<file path="src/rtl/mwin_pkg.sv">
package mwin_pkg;

   typedef enum logic {
      SPACE_MEM = 1'b0,
      SPACE_IO  = 1'b1
   } mwin_space_e;

   localparam int unsigned MWIN_ADDR_W_DEF    = 32;
   localparam int unsigned MWIN_SHIFT_DEF     = 23;
   localparam int unsigned MWIN_COUNT_DEF     = 32;
   localparam int unsigned MWIN_TAG_DEF       = 'hF;
   localparam int unsigned MWIN_CFG_AW_DEF    = 12;
   localparam int unsigned MWIN_ENABLE_OFS    = 'h060;

endpackage

</file>
<file path="src/rtl/mwin_enable_reg.sv">
module mwin_enable_reg #(
   parameter int unsigned DATA_W = 32,
   parameter int unsigned CFG_AW = 12,
   parameter int unsigned REG_OFS = 'h060
) (
   input  logic              clk,
   input  logic              rst_n,
   input  logic              wr_en,
   input  logic [CFG_AW-1:0] wr_addr,
   input  logic [DATA_W-1:0] wr_data,
   output logic [DATA_W-1:0] en_q
);

   localparam logic [CFG_AW-1:0] OFS = CFG_AW'(REG_OFS);

   if (REG_OFS >= (1 << CFG_AW)) begin : g_bad_ofs
      $error("mwin_enable_reg: offset does not fit the config address width");
   end

   logic sel;
   assign sel = wr_en && (wr_addr == OFS);

   always_ff @(posedge clk) begin
      if (!rst_n) begin
         en_q <= '0;
      end else if (sel) begin
         en_q <= wr_data;
      end
   end

   AST_CFG_RESET_CLEAR: assert property (@(posedge clk)
      !rst_n |=> en_q == '0) else $error("enable word not cleared");

endmodule

</file>
<file path="src/rtl/mwin_match.sv">
module mwin_match #(
   parameter int unsigned ADDR_W    = 32,
   parameter int unsigned WIN_SHIFT = 23,
   parameter int unsigned WIN_CNT   = 32,
   parameter int unsigned REGION_TAG = 'hF,
   localparam int unsigned IDX_W    = $clog2(WIN_CNT),
   localparam int unsigned TAG_W    = ADDR_W - WIN_SHIFT - IDX_W
) (
   input  logic [ADDR_W-1:WIN_SHIFT] addr_hi,
   input  logic                      is_mem,
   input  logic [WIN_CNT-1:0]        en,
   output logic                      hit,
   output logic [IDX_W-1:0]          idx,
   output logic [IDX_W-1:0]          run_base
);

   if ((1 << IDX_W) != WIN_CNT) begin : g_bad_cnt
      $error("mwin_match: window count must be a power of two");
   end
   if (ADDR_W <= WIN_SHIFT + IDX_W) begin : g_bad_tag
      $error("mwin_match: no address bits left for the region tag");
   end
   if (REGION_TAG >= (1 << TAG_W)) begin : g_bad_tagval
      $error("mwin_match: region tag wider than its field");
   end

   logic [TAG_W-1:0] tag_f;
   logic [IDX_W-1:0] idx_f;
   logic             tag_ok;
   logic [WIN_CNT-1:0] win_sel;

   assign tag_f  = addr_hi[ADDR_W-1 -: TAG_W];
   assign idx_f  = addr_hi[WIN_SHIFT +: IDX_W];
   assign tag_ok = is_mem && (tag_f == TAG_W'(REGION_TAG));

   for (genvar w = 0; w < WIN_CNT; w++) begin : g_win
      assign win_sel[w] = tag_ok && en[w] && (idx_f == IDX_W'(w));
   end

   assign hit = |win_sel;
   assign idx = hit ? idx_f : '0;

   logic [IDX_W-1:0] run_scan;
   always_comb begin
      run_scan = '0;
      for (int k = 0; k < WIN_CNT - 1; k++) begin
         if ((k < int'(idx_f)) && !en[k]) begin
            run_scan = IDX_W'(k + 1);
         end
      end
   end

   assign run_base = hit ? run_scan : '0;

   always_comb begin
      if (hit) begin
         AST_MATCH_ENABLED: assert (en[idx]) else $error("hit on disabled window");
      end
   end

endmodule

</file>
<file path="src/rtl/mwin_decoder.sv">
module mwin_decoder #(
   parameter int unsigned ADDR_W     = mwin_pkg::MWIN_ADDR_W_DEF,
   parameter int unsigned WIN_SHIFT  = mwin_pkg::MWIN_SHIFT_DEF,
   parameter int unsigned WIN_CNT    = mwin_pkg::MWIN_COUNT_DEF,
   parameter int unsigned REGION_TAG = mwin_pkg::MWIN_TAG_DEF,
   parameter int unsigned CFG_AW     = mwin_pkg::MWIN_CFG_AW_DEF,
   parameter int unsigned REG_OFS    = mwin_pkg::MWIN_ENABLE_OFS,
   localparam int unsigned IDX_W     = $clog2(WIN_CNT),
   localparam int unsigned TAG_W     = ADDR_W - WIN_SHIFT - IDX_W
) (
   input  logic               clk,
   input  logic               rst_n,
   input  logic               cfg_wr_en,
   input  logic [CFG_AW-1:0]  cfg_addr,
   input  logic [WIN_CNT-1:0] cfg_wdata,
   input  logic               req_valid,
   input  logic               req_is_io,
   input  logic [ADDR_W-1:0]  req_addr,
   output logic               rsp_valid,
   output logic               rsp_hit,
   output logic [IDX_W-1:0]   rsp_win,
   output logic [IDX_W-1:0]   rsp_run_base
);

   import mwin_pkg::*;

   mwin_space_e      space;
   logic [WIN_CNT-1:0] en_q;
   logic             m_hit;
   logic [IDX_W-1:0] m_idx;
   logic [IDX_W-1:0] m_run;
   logic             unused_low;

   assign space      = mwin_space_e'(req_is_io);
   assign unused_low = ^req_addr[WIN_SHIFT-1:0];

   mwin_enable_reg #(
      .DATA_W (WIN_CNT),
      .CFG_AW (CFG_AW),
      .REG_OFS(REG_OFS)
   ) u_en (
      .clk    (clk),
      .rst_n  (rst_n),
      .wr_en  (cfg_wr_en),
      .wr_addr(cfg_addr),
      .wr_data(cfg_wdata),
      .en_q   (en_q)
   );

   mwin_match #(
      .ADDR_W    (ADDR_W),
      .WIN_SHIFT (WIN_SHIFT),
      .WIN_CNT   (WIN_CNT),
      .REGION_TAG(REGION_TAG)
   ) u_match (
      .addr_hi (req_addr[ADDR_W-1:WIN_SHIFT]),
      .is_mem  (space == SPACE_MEM),
      .en      (en_q),
      .hit     (m_hit),
      .idx     (m_idx),
      .run_base(m_run)
   );

   logic take;
   assign take = req_valid && m_hit;

   always_ff @(posedge clk) begin
      if (!rst_n) begin
         rsp_valid    <= 1'b0;
         rsp_hit      <= 1'b0;
         rsp_win      <= '0;
         rsp_run_base <= '0;
      end else begin
         rsp_valid    <= req_valid;
         rsp_hit      <= take;
         rsp_win      <= take ? m_idx : '0;
         rsp_run_base <= take ? m_run : '0;
      end
   end

   AST_VALID_FOLLOWS: assert property (@(posedge clk) disable iff (!rst_n)
      req_valid |=> rsp_valid) else $error("verdict missing");
   AST_VALID_ONLY_ON_REQ: assert property (@(posedge clk) disable iff (!rst_n)
      !req_valid |=> !rsp_valid) else $error("spurious verdict");
   AST_NO_HIT_IDLE: assert property (@(posedge clk) disable iff (!rst_n)
      !rsp_valid |-> !rsp_hit) else $error("hit without verdict");
   AST_IO_NEVER_HITS: assert property (@(posedge clk) disable iff (!rst_n)
      (req_valid && req_is_io) |=> !rsp_hit) else $error("I/O request claimed");
   AST_OUTSIDE_REGION: assert property (@(posedge clk) disable iff (!rst_n)
      (req_valid && req_addr[ADDR_W-1 -: TAG_W] != TAG_W'(REGION_TAG)) |=> !rsp_hit)
      else $error("address outside region claimed");
   AST_EMPTY_MASK: assert property (@(posedge clk) disable iff (!rst_n)
      (req_valid && en_q == '0) |=> !rsp_hit) else $error("hit with empty mask");
   AST_MISS_ZERO: assert property (@(posedge clk) disable iff (!rst_n)
      !rsp_hit |-> (rsp_win == '0 && rsp_run_base == '0)) else $error("miss fields nonzero");
   AST_RUN_ORDER: assert property (@(posedge clk) disable iff (!rst_n)
      rsp_hit |-> rsp_run_base <= rsp_win) else $error("run base above window");

endmodule

</file>
<file path="config.mk">
export PLATFORM = sky130hd
export DESIGN_NAME = mwin_decoder
export DESIGN_NICKNAME = d
export VERILOG_FILES = /design/src/rtl/mwin_pkg.sv /design/src/rtl/mwin_enable_reg.sv /design/src/rtl/mwin_match.sv /design/src/rtl/mwin_decoder.sv
export SDC_FILE = /design/constraint.sdc
export NUM_CORES = 1
export LEC_CHECK = 0
export ABC_CLOCK_PERIOD_IN_PS = 2050
export BUFFER_PORTS_ARGS = -buffer_cell sky130_fd_sc_hd__buf_2
export CORE_MARGIN = 2
export CORE_UTILIZATION = 35
export CTS_BUF_LIST = sky130_fd_sc_hd__clkbuf_8
export DETAILED_ROUTE_END_ITERATION = 10
export HOLD_SLACK_MARGIN = 0.08
export PLACE_DENSITY_LB_ADDON = 0.2
export SYNTH_ARGS = -nofsm -noshare
export SYNTH_HDL_FRONTEND = slang
export SYNTH_SLANG_ARGS = --single-unit
</file>
<file path="constraint.sdc">
create_clock -name clk -period 2.05 [get_ports clk]
set_clock_uncertainty 0.1 [all_clocks]
set_input_delay 0.1025 -clock clk [delete_from_list [all_inputs] [get_ports clk]]
set_output_delay 0.1025 -clock clk [all_outputs]
set_load 0.005 [all_outputs]
</file>
==> summary.txt, run 1 <==
Power
  – Cell Pwr Density: 441 nW/µm²
  – Pleak: 1.97 nW
  – Worst VDD drop: 0.000229 V

Global route
  – GRT overflow: 0
  – Initial antenna violation count: 0
  – Global Route Usage Sum: 22.4%
  – Vias in the first global route: 3068
  – First-pass GRT wire length: 15.2 mm
  – Largest net degree at the start of global routing: 33

STA
  – Final setup violation count: 0
  – Pins Over Slew Limit: 0
  – Final period util: 95.5%
  – RSZ-0062 raised after global routing: no
  – Worst-Margin Slew: 537 ps
  – Rel. slew slack: 64.1%
  – Fin Setup TNS: 0 ps
  – Final hold violation count: 0
  – Peak Freq: 511 MHz
  – Fin Hold WS: 97.0 ps
  – Final min period: 1960 ps

Placed design
  – Placer's final routability congestion estimate: 0.966
  – Dpl hpwl: 7.23 mm
  – Post-DP Area: 3620 µm²
  – PortBufs: 69

CTS
  – CTS Sinks: 44
  – Deepest clock path buffer count: 2
  – Clock-pin slew on the worst setup and hold paths: 90 ps
  – H-tree depth: 2
  – Total CTS buffers: 5
  – Worst skew pair latency: 300 ps
  – Clk Tree Root Cell: clkbuf_8
  – CTS tree: done
  – Buffer count from post-CTS setup fixing: 0

Floorplanning
  – Die Ht: 93.6 µm
  – Die ar.: 8750 µm²
  – Initial core utilization: 36.1%
  – Ports: 93
  – Total core area: 7770 µm²
  – Num rows: 32
  – Chip width: 93.6 µm

Drt
  – Highest Signal Layer: met4
  – Via count: 3179
  – Drt first pass iters: 5
  – WL final: 9.57 mm
  – Metal3 WL: 587 µm
  – Detail Route Antenna Nets: 0
  – Metal-1 WL: 4.07 mm
  – DR iter-0 viols: 174
  – Metal2 WL: 4.72 mm
  – WL per Instance: 16.3 µm
  – DR vias/cell: 5.42
  – DRC viols: 0

Yosys
  – Post-Syn Instances: 329
  – Syn avg cell area: 8.53 µm²
  – Synthesized flop and latch total: 44
  – Synth Cell Area: 2810 µm²
  – Top_reg_cell synth: dfxtp_1
  – Sequential share of the synthesized area: 31.4%
  – FFs w/ async S/R, synth: 0%
  – Yosys warning total: 0
  – Post-synth EDFFs: 0
  – Count of cell types in the netlist: 63
  – Syn_nets: 410

Setup path
  – Crit path cell chain: buf_2, buf_4, nand2_1, a21oi_1, a21oi_1, o221a_1, o311a_1, o31a_1
  – Reg2reg setup slack: 100 ps
  – Cell mode on critical path: a21oi_1
  – Critical path's largest stage delay: 380 ps
  – Crit Path Class: input port to flop
  – Critical Path AT: 2050 ps
  – Worst Path Max Fanout: 19
  – Worst Setup Start Kind: input port
  – Req. time, crit path: 2140 ps
  – Critical Path Sink Type: flop
  – Slowest CP cell: o311a_1

Flow run
  – Max-cap violations: 0

Finish
  – ANT cells: 0
  – Most common cell after layout, fill and taps aside: buf_2
  – # nets final: 565
  – Layout cell share with drive strength beyond 1: 31.1%
  – Most frequent cells in the layout: buf_2 (69), buf_4 (62), dfxtp_1 (44)
  – Fin area: 4130 µm²
  – Layout area overhead: 47.1%

Min path
  – Worst Hold Class: input port to flop

Status
  – Status: complete, no violations
[critical path, delay by kind of cell]
kind            cells  cell delay [ps]
compound gates      5             1300
buf+inv             2              560
simple gates        1               80
[power by group]
group          internal [mW]  switching, mW
registers              0.855       0.000377
clock network          0.266          0.306
logic                  0.211          0.185
total                   1.33          0.491
[through the flow]
step | instances | total power [mW] | worst slack [ps] | utilization [%]
2_1_floorplan | 329 | 1.05 | 258 | -
3_3_place_gp | 537 | 1.22 | -223 | 46.6
3_5_place_dp | 537 | 1.22 | -170 | 46.6
4_1_cts | 587 | 1.83 | 52.8 | 53.1
5_1_grt | 587 | 1.90 | 6.19 | 53.2
6_report | 587 | 1.82 | 92.1 | 53.2
[flip-flops by register name, indices dropped and copies added, names as in the netlist]
name,flops
rsp_hit,1
rsp_run_base,5
rsp_valid,1
rsp_win,5
u_en.en_q,32
[timing repair]
item,in CTS,in global routing
endpoints found under the hold margin,33,0
hold buffers,42,0
gates resized for setup,0,1
endpoints found under the setup margin,0,6
[kinds of logic (layout without fill, tap and decap cells)]
logic type	Yosys count	in the layout	synth area share [%]
and+or+nand+nor	119	119	24.4
buffers and inverters	34	190	6.37
muxes	41	41	15.3
DFF	44	44	31.4
AOI/OAI and AO/OA	91	91	22.6
[cell type report]
cell class	count	area, µm²
fillers	778	3640
clock buffers	6	82.6
well taps	102	128
inverters	8	30.0
repair buffers	174	1250
multi-input cells	251	1750
clock inverters	2	7.51
flip-flops and latches	44	881
[synth_stat cells, drive strengths merged (4+ instances only)]
master   n  area [µm²]
a21o     4        30.0
a21oi   17        85.1
a311oi   4        35.0
a31oi    8        50.1
and2     8        50.1
buf     20         126
clkbuf   6        22.5
dfxtp   44         881
inv      8        30.0
mux2     5        56.3
mux2i   35         350
nand2   12        45.0
nand2b   4        25.0
nand3    6        30.0
nor2    16        62.6
nor2b   34         213
nor3    11        55.1
nor4     8        50.1
o21a     4        30.0
o21ai   16        80.1
o31ai    4        30.0
[per-layer routing]
layer,global-route usage (%),vias up
li1,-,1534
met1,27.3,1495
met2,39.1,131
met3,4.51,19
met4,7.37,0
met5,0,-
[final timing paths]
check                 from              end  cells after the start
max           req_addr[25]  rsp_run_base[0]                      8
min                  rst_n        rsp_valid                      2
max reg2reg  u_en.en_q[21]       rsp_win[0]                      7
min reg2reg  u_en.en_q[30]    u_en.en_q[30]                      2
Power figures use the tool's default switching activity.
==> run 2: changes to the inputs <==
- PLACE_DENSITY: not set -> 0.59
- PLACE_DENSITY_LB_ADDON: 0.2 -> not set
==> run 2 against run 1 <==
- count of clock-buffer cells in the layout stayed put
- routed wire length is 3.0% higher
- die area stayed put
- sequential power hardly changed
- highest routed layer unchanged
==> summary.txt, run 2 (synthesis gave the netlist of run 1 again) <==
Drt
  – DRC viols: 0 (unchanged)
  – DR iter-0 viols: 235 (+35%)
  – Detail Route Antenna Nets: 0 (unchanged)
  – DR vias/cell: 5.39 (-0.44%)
  – Via count: 3138 (-1.3%)
  – WL final: 9.86 mm (+3.0%)
  – Drt first pass iters: 4 (-1)
  – WL per Instance: 16.9 µm (+3.9%)

Setup path
  – Reg2reg start: u_en.en_q[21]
  – Critical Path Sink Type: flop
  – Worst Path Max Fanout: 5 (-14)
  – Cell depth of the worst flop-to-flop path: 8 (+1)
  – Req. time, crit path: 2160 ps (+20 ps)
  – Reg2reg setup slack: 6 ps (-90 ps)
  – Worst flop-to-flop path endpoint: rsp_win[0]
  – Worst Setup Start Kind: flop
  – Critical Path AT: 2150 ps (+100 ps)
  – Crit Path Class: flop to flop

STA
  – Pins Over Slew Limit: 0 (unchanged)
  – Fin Setup TNS: 0 ps (unchanged)
  – Final period util: 99.7% (+4.2 points)
  – Peak Freq: 489 MHz (-4.2%)
  – Fin Hold WS: 178 ps (+80.9 ps)
  – Final min period: 2040 ps (+86.3 ps)
  – Worst-Margin Slew: 584 ps (+47.3 ps)
  – Final setup violation count: 0 (unchanged)
  – RSZ-0062 raised after global routing: yes
  – Rel. slew slack: 60.9% (-3.2 points)
  – Final hold violation count: 0 (unchanged)

Finish
  – Most frequent cells in the layout: buf_2 (69), buf_4 (62), dfxtp_1 (41)
  – Fin area: 4160 µm² (+0.67%)
  – Largest Register: u_en.en_q
  – # nets final: 560 (-0.88%)
  – Fillcell total: 772 (-0.77%)
  – Final Non-Filler Cells: 582 (-0.85%)
  – ANT cells: 0 (unchanged)
  – Most common cell after layout, fill and taps aside: buf_2
  – Layout area overhead: 48.1%
  – Max FFs per register: 32 (unchanged)
  – Largest registers: u_en.en_q (32), rsp_run_base (5), rsp_win (5)
  – Seq. cell area: 885 µm² (+0.43%)
  – Footprint of the multi-input gates: 1800 µm² (+2.9%)
  – Layout cell share with drive strength beyond 1: 34.0% (+2.8 points)

Flow run
  – Max-cap violations: 0 (unchanged)

CTS
  – Clock-pin slew on the worst setup and hold paths: 90 ps (about the same)
  – Deepest clock path buffer count: 2 (unchanged)
  – H-tree depth: 2 (unchanged)
  – Clk Tree Root Cell: clkbuf_8
  – Total CTS buffers: 5 (unchanged)
  – CTS Sinks: 44 (unchanged)
  – Worst skew pair latency: 310 ps (about the same)
  – CTS tree: done

Min path
  – Hold endpoint: rsp_win[0]
  – Hold Path Cell Cnt: 2 (unchanged)
  – HP Start: req_addr[23]
  – Worst Hold Class: input port to flop

Global route
  – Initial antenna violation count: 0 (unchanged)
  – Largest net degree at the start of global routing: 33 (unchanged)
  – GRT overflow: 0 (unchanged)
  – Vias in the first global route: 2933 (-4.4%)
  – Global Route Usage Sum: 22.6% (+0.25 points)
  – First-pass GRT wire length: 15.4 mm (+0.77%)

Floorplanning
  – Die Ht: 93.6 µm (unchanged)
  – Num rows: 32 (unchanged)
  – Total core area: 7770 µm² (unchanged)
  – Initial core utilization: 36.1% (unchanged)
  – Chip width: 93.6 µm (unchanged)
  – Ports: 93 (unchanged)
  – Die ar.: 8750 µm² (unchanged)

Placed design
  – PortBufs: 69 (unchanged)
  – Placer's final routability congestion estimate: 1.09 (+12%)
  – Post-DP Area: 3640 µm² (+0.69%)
  – Dpl hpwl: 7.36 mm (+1.7%)
  – DP Cell Count: 537 (unchanged)

Power
  – Power Total: 1.86 mW (+2.2%)
  – Worst VDD drop: 0.000217 V (-5.2%)
  – Pleak: 1.95 nW (-0.97%)
  – Cell Pwr Density: 448 nW/µm² (+1.5%)

Status
  – Status: complete, no violations
[run 2: area by class of cell]
class                   instances  share of cell area (%)
multi-input cells             251                    43.3
repair buffers                169                    29.4
flip-flops and latches         44                    21.3
inverters                       8                   0.722
clock buffers                   6                    1.99
well taps                     102                    3.07
clock inverters                 2                   0.241
[run 2: per-layer routing]
metal	routed length [µm]	vias up	global-route usage, %
met5	0	-	0
met4	136	0	5.31
met3	627	11	3.87
met2	4590	146	37.2
met1	4510	1451	30.9
li1	-	1530	-
[run 2: worst max path at each step]
| stage | startpoint | end | slack (ps) | depth (start not counted) |
|---|---|---|---|---|
| 2_1_floorplan | u_en.en_q[29] | rsp_run_base[1] | 260 | 7 |
| 3_3_place_gp | req_addr[25] | rsp_run_base[2] | -120 | 9 |
| 3_5_place_dp | req_addr[24] | rsp_run_base[1] | -120 | 9 |
| 4_1_cts | u_en.en_q[21] | rsp_run_base[1] | 50 | 7 |
| 5_1_grt | u_en.en_q[21] | rsp_win[3] | -100 | 8 |
| 6_report | u_en.en_q[21] | rsp_win[0] | 6 | 8 |
[run 2: critical path: stages (launching register included)]
cell and delay [ps]:
dfxtp_2 340, mux2_4 300, a221oi_4 300, nor4b_2 80
a311oi_2 260, a311oi_2 160, buf_4 160, buf_6 110
and2_1 140
[run 2: power breakdown]
group / internal (mW) / total, mW / switching, mW / leakage (nW)
registers: 0.855 / 0.856 / 0.000333 / 0.356
clock network: 0.270 / 0.589 / 0.320 / 0.0510
logic: 0.222 / 0.418 / 0.196 / 1.54
total: 1.35 / 1.86 / 0.516 / 1.95
[run 2: repair_timing]
| action | in CTS | in global routing |
|---|---|---|
| pin swaps | 1 | 0 |
| setup endpoints to repair | 8 | 10 |
| setup buffers | 0 | 2 |
| gates resized for setup | 1 | 13 |
| hold buffers | 34 | 0 |
| cloned | 0 | 1 |
| endpoints found under the hold margin | 33 | 0 |
[run 2: per-stage QoR]
stage,util (%),setup slack [ps]
2_1_floorplan,-,258
3_3_place_gp,46.9,-119
3_5_place_dp,46.9,-125
4_1_cts,52.5,48.0
5_1_grt,53.5,-99.2
6_report,53.5,5.77
==> run 3: changes to the inputs <==
- ABC_AREA: not set -> 0
- BUFFER_PORTS_ARGS: -buffer_cell sky130_fd_sc_hd__buf_2 -> -buffer_cell sky130_fd_sc_hd__buf_4
- CTS_CLUSTER_SIZE: not set -> 25
==> run 3 against run 2 <==
- non-clock buffer count shrank 5
- critical path depth shrank 1
- utilization is 1.2 points higher
- sequential cell count unchanged
- first-iteration DRC count is 14% higher
- register-to-register slack is essentially flat
- global-route usage fell by 0.80 points
- routed wire length decreased by 4.5%
- setup slack gained 6.8 ps
- cell area increased by 2.2%
- via count is 0.99% lower
- critical path type unchanged
- largest cell class unchanged
- largest power group unchanged
- highest routed layer unchanged
==> summary.txt, run 3 (synthesis gave the netlist of run 1 again) <==
Status
  – Status: complete, no violations

Finish
  – Final core utilization: 54.7% (+1.2 points)
  – Final Non-Filler Cells: 577 (-0.86%)
  – Max FFs per register: 32 (unchanged)
  – Most common cell after layout, fill and taps aside: buf_4
  – Layout area overhead: 51.4%
  – Most frequent cells in the layout: buf_4 (129), dfxtp_1 (42), mux2i_1 (35)
  – Fillcell total: 744 (-3.6%)
  – ANT cells: 0 (unchanged)
  – # nets final: 555 (-0.89%)
  – Layout cell share with drive strength beyond 1: 33.1% (-0.91 points)
  – Largest Register: u_en.en_q
  – Largest registers: u_en.en_q (32), rsp_run_base (5), rsp_win (5)

Floorplanning
  – Die Ht: 93.6 µm (unchanged)
  – Initial core utilization: 36.1% (unchanged)
  – Die ar.: 8750 µm² (unchanged)
  – Num rows: 32 (unchanged)
  – Ports: 93 (unchanged)
  – Chip width: 93.6 µm (unchanged)
  – Total core area: 7770 µm² (unchanged)

Setup path
  – Worst Path Max Fanout: 6 (+1)
  – Crit Path Class: flop to flop
  – Critical Path Sink Type: flop
  – Buf/Inv on CP: 1 (-1)
  – Reg2reg setup slack: 10 ps (about the same)
  – Critical path's largest stage delay: 450 ps (+110 ps)
  – Slowest CP cell: or4_4
  – Worst Setup Start Kind: flop
  – Critical Path AT: 2170 ps (+20 ps)
  – Crit path cell chain: mux2i_1, or4_4, a31oi_4, o22ai_2, a311oi_2, buf_4, a21boi_4
  – Cell family with most CP delay: compound AO/OA/AOI/OAI gates
  – Req. time, crit path: 2180 ps (+20 ps)

Placed design
  – PortBufs: 69 (unchanged)
  – Pre-CTS setup slack: -52.5 ps (+72.1 ps)
  – DP Cell Count: 534 (-0.56%)
  – Placer's final routability congestion estimate: 0.938 (-14%)
  – Dpl hpwl: 7.01 mm (-4.8%)

Global route
  – Initial antenna violation count: 0 (unchanged)
  – Global Route Usage Sum: 21.8% (-0.80 points)
  – Vias in the first global route: 2956 (+0.78%)
  – GRT overflow: 0 (unchanged)
  – First-pass GRT wire length: 15.0 mm (-2.2%)
  – Largest net degree at the start of global routing: 34 (+3.0%)

Power
  – Clock power share: 30.5% (-1.1 points)
  – Power Total: 1.85 mW (-0.73%)
  – Internal Pwr Total: 1.36 mW (+1.2%)
  – Worst VDD drop: 0.000259 V (+19%)
  – Combinational cell fraction of total power: 23.3% (+0.9 points)
  – Switching portion of total power: 26.3% (-1.4 points)
  – Cell Pwr Density: 435 nW/µm² (-2.9%)
  – P_sw: 0.487 mW (-5.7%)
  – Pleak: 1.96 nW (+0.64%)
  – Sequential share of power: 46.3% (+0.4 points)

CTS
  – Clk Tree Root Cell: clkbuf_8
  – Total CTS buffers: 5 (unchanged)
  – Worst skew pair latency: 290 ps (-20 ps)
  – Deepest clock path buffer count: 2 (unchanged)
  – H-tree depth: 2 (unchanged)
  – Clock-pin slew on the worst setup and hold paths: 90 ps (about the same)
  – CTS Sinks: 44 (unchanged)
  – CTS tree: done

Drt
  – Drt first pass iters: 5 (+1)
  – DR iter-0 viols: 268 (+14%)
  – Via count: 3107 (-0.99%)
  – Detail Route Antenna Nets: 0 (unchanged)
  – WL final: 9.42 mm (-4.5%)
  – DR vias/cell: 5.38 (-0.13%)
  – DRC viols: 0 (unchanged)
  – WL per Instance: 16.3 µm (-3.6%)

STA
  – Rel. slew slack: 62.2% (+1.3 points)
  – Final hold violation count: 0 (unchanged)
  – PnR worst setup slack: 12.6 ps (+6.85 ps)
  – RSZ-0062 raised after global routing: yes
  – Final period util: 99.4% (-0.33 points)
  – Final setup violation count: 0 (unchanged)
  – Peak Freq: 491 MHz (+0.34%)
  – Final min period: 2040 ps (-6.85 ps)
  – Pins Over Slew Limit: 0 (unchanged)
  – Worst-Margin Slew: 563 ps (-21.6 ps)

Min path
  – Worst Hold Class: input port to flop

Flow run
  – Max-cap violations: 0 (unchanged)
==> run 3: cell count changes in the layout (fill, tap and decap cells not counted), moves of 2 or more <==
| cell | previous run | this run |
|---|---|---|
| clkinv_2 | 2 | 0 |
| buf_4 | 62 | 129 |
| buf_2 | 69 | 1 |
| inv_1 | 7 | 9 |
| buf_12 | 3 | 1 |
==> run 3: final cells by class <==
class	instances	area [µm²]	share of cell area, %
timing repair buffer	164	1320	31.1
sequential	44	883	20.8
clock buffer	6	82.6	1.94
clock inverter	2	7.51	0.177
inverter	8	30.0	0.706
tap	102	128	3.00
multi-input combinational	251	1800	42.3
==> run 3: worst paths after layout <==
check | from | endpoint | depth (start not counted)
hold / removal | rst_n | u_en.en_q[23] | 2
hold reg to reg | u_en.en_q[26] | u_en.en_q[26] | 2
setup reg to reg | u_en.en_q[26] | rsp_run_base[2] | 7
setup / recovery | u_en.en_q[26] | rsp_run_base[2] | 7
==> run 3: worst reg2reg max path, stage by stage (launching register included) <==
cell	delay, ps
dfxtp_2	350
mux2i_1	70
or4_4	450
a31oi_4	200
o22ai_2	100
a311oi_2	340
buf_4	210
a21boi_4	170
==> run 3: what timing repair did <==
item | 4_1_cts | 5_1_grt
buffers inserted | 0 | 1
hold endpoints to repair | 33 | 0
gates resized for setup | 0 | 11
endpoints found under the setup margin | 0 | 10
hold buffers | 33 | 0
==> run 3: metal layers <==
metal  up-vias  GRT usage (%)  share of wire (%)
li1       1516              -                  -
met1      1451           29.3                 45
met2       121           35.7                 47
met3        19           3.71                5.9
met4         0           6.76                2.3
met5         -              0                  0
==> run 3: through the flow <==
stage               setup TNS [ps]  instance area [µm²]  hold WS (ps)
finish                           0                 4250           107
global route                  -171                 4250           114
CTS                              0                 4190           108
detailed placement            -162                 3770           257
global placement             -48.0                 3770           248
floorplan                        0                 2810           131
==> run 3: power groups by stage <==
stage,combinational (mW),clock [mW],sequential (mW)
2_1_floorplan,0.177,0,0.876
3_3_place_gp,0.368,0,0.876
3_5_place_dp,0.369,0,0.876
4_1_cts,0.419,0.582,0.856
5_1_grt,0.464,0.616,0.856
6_report,0.430,0.563,0.856
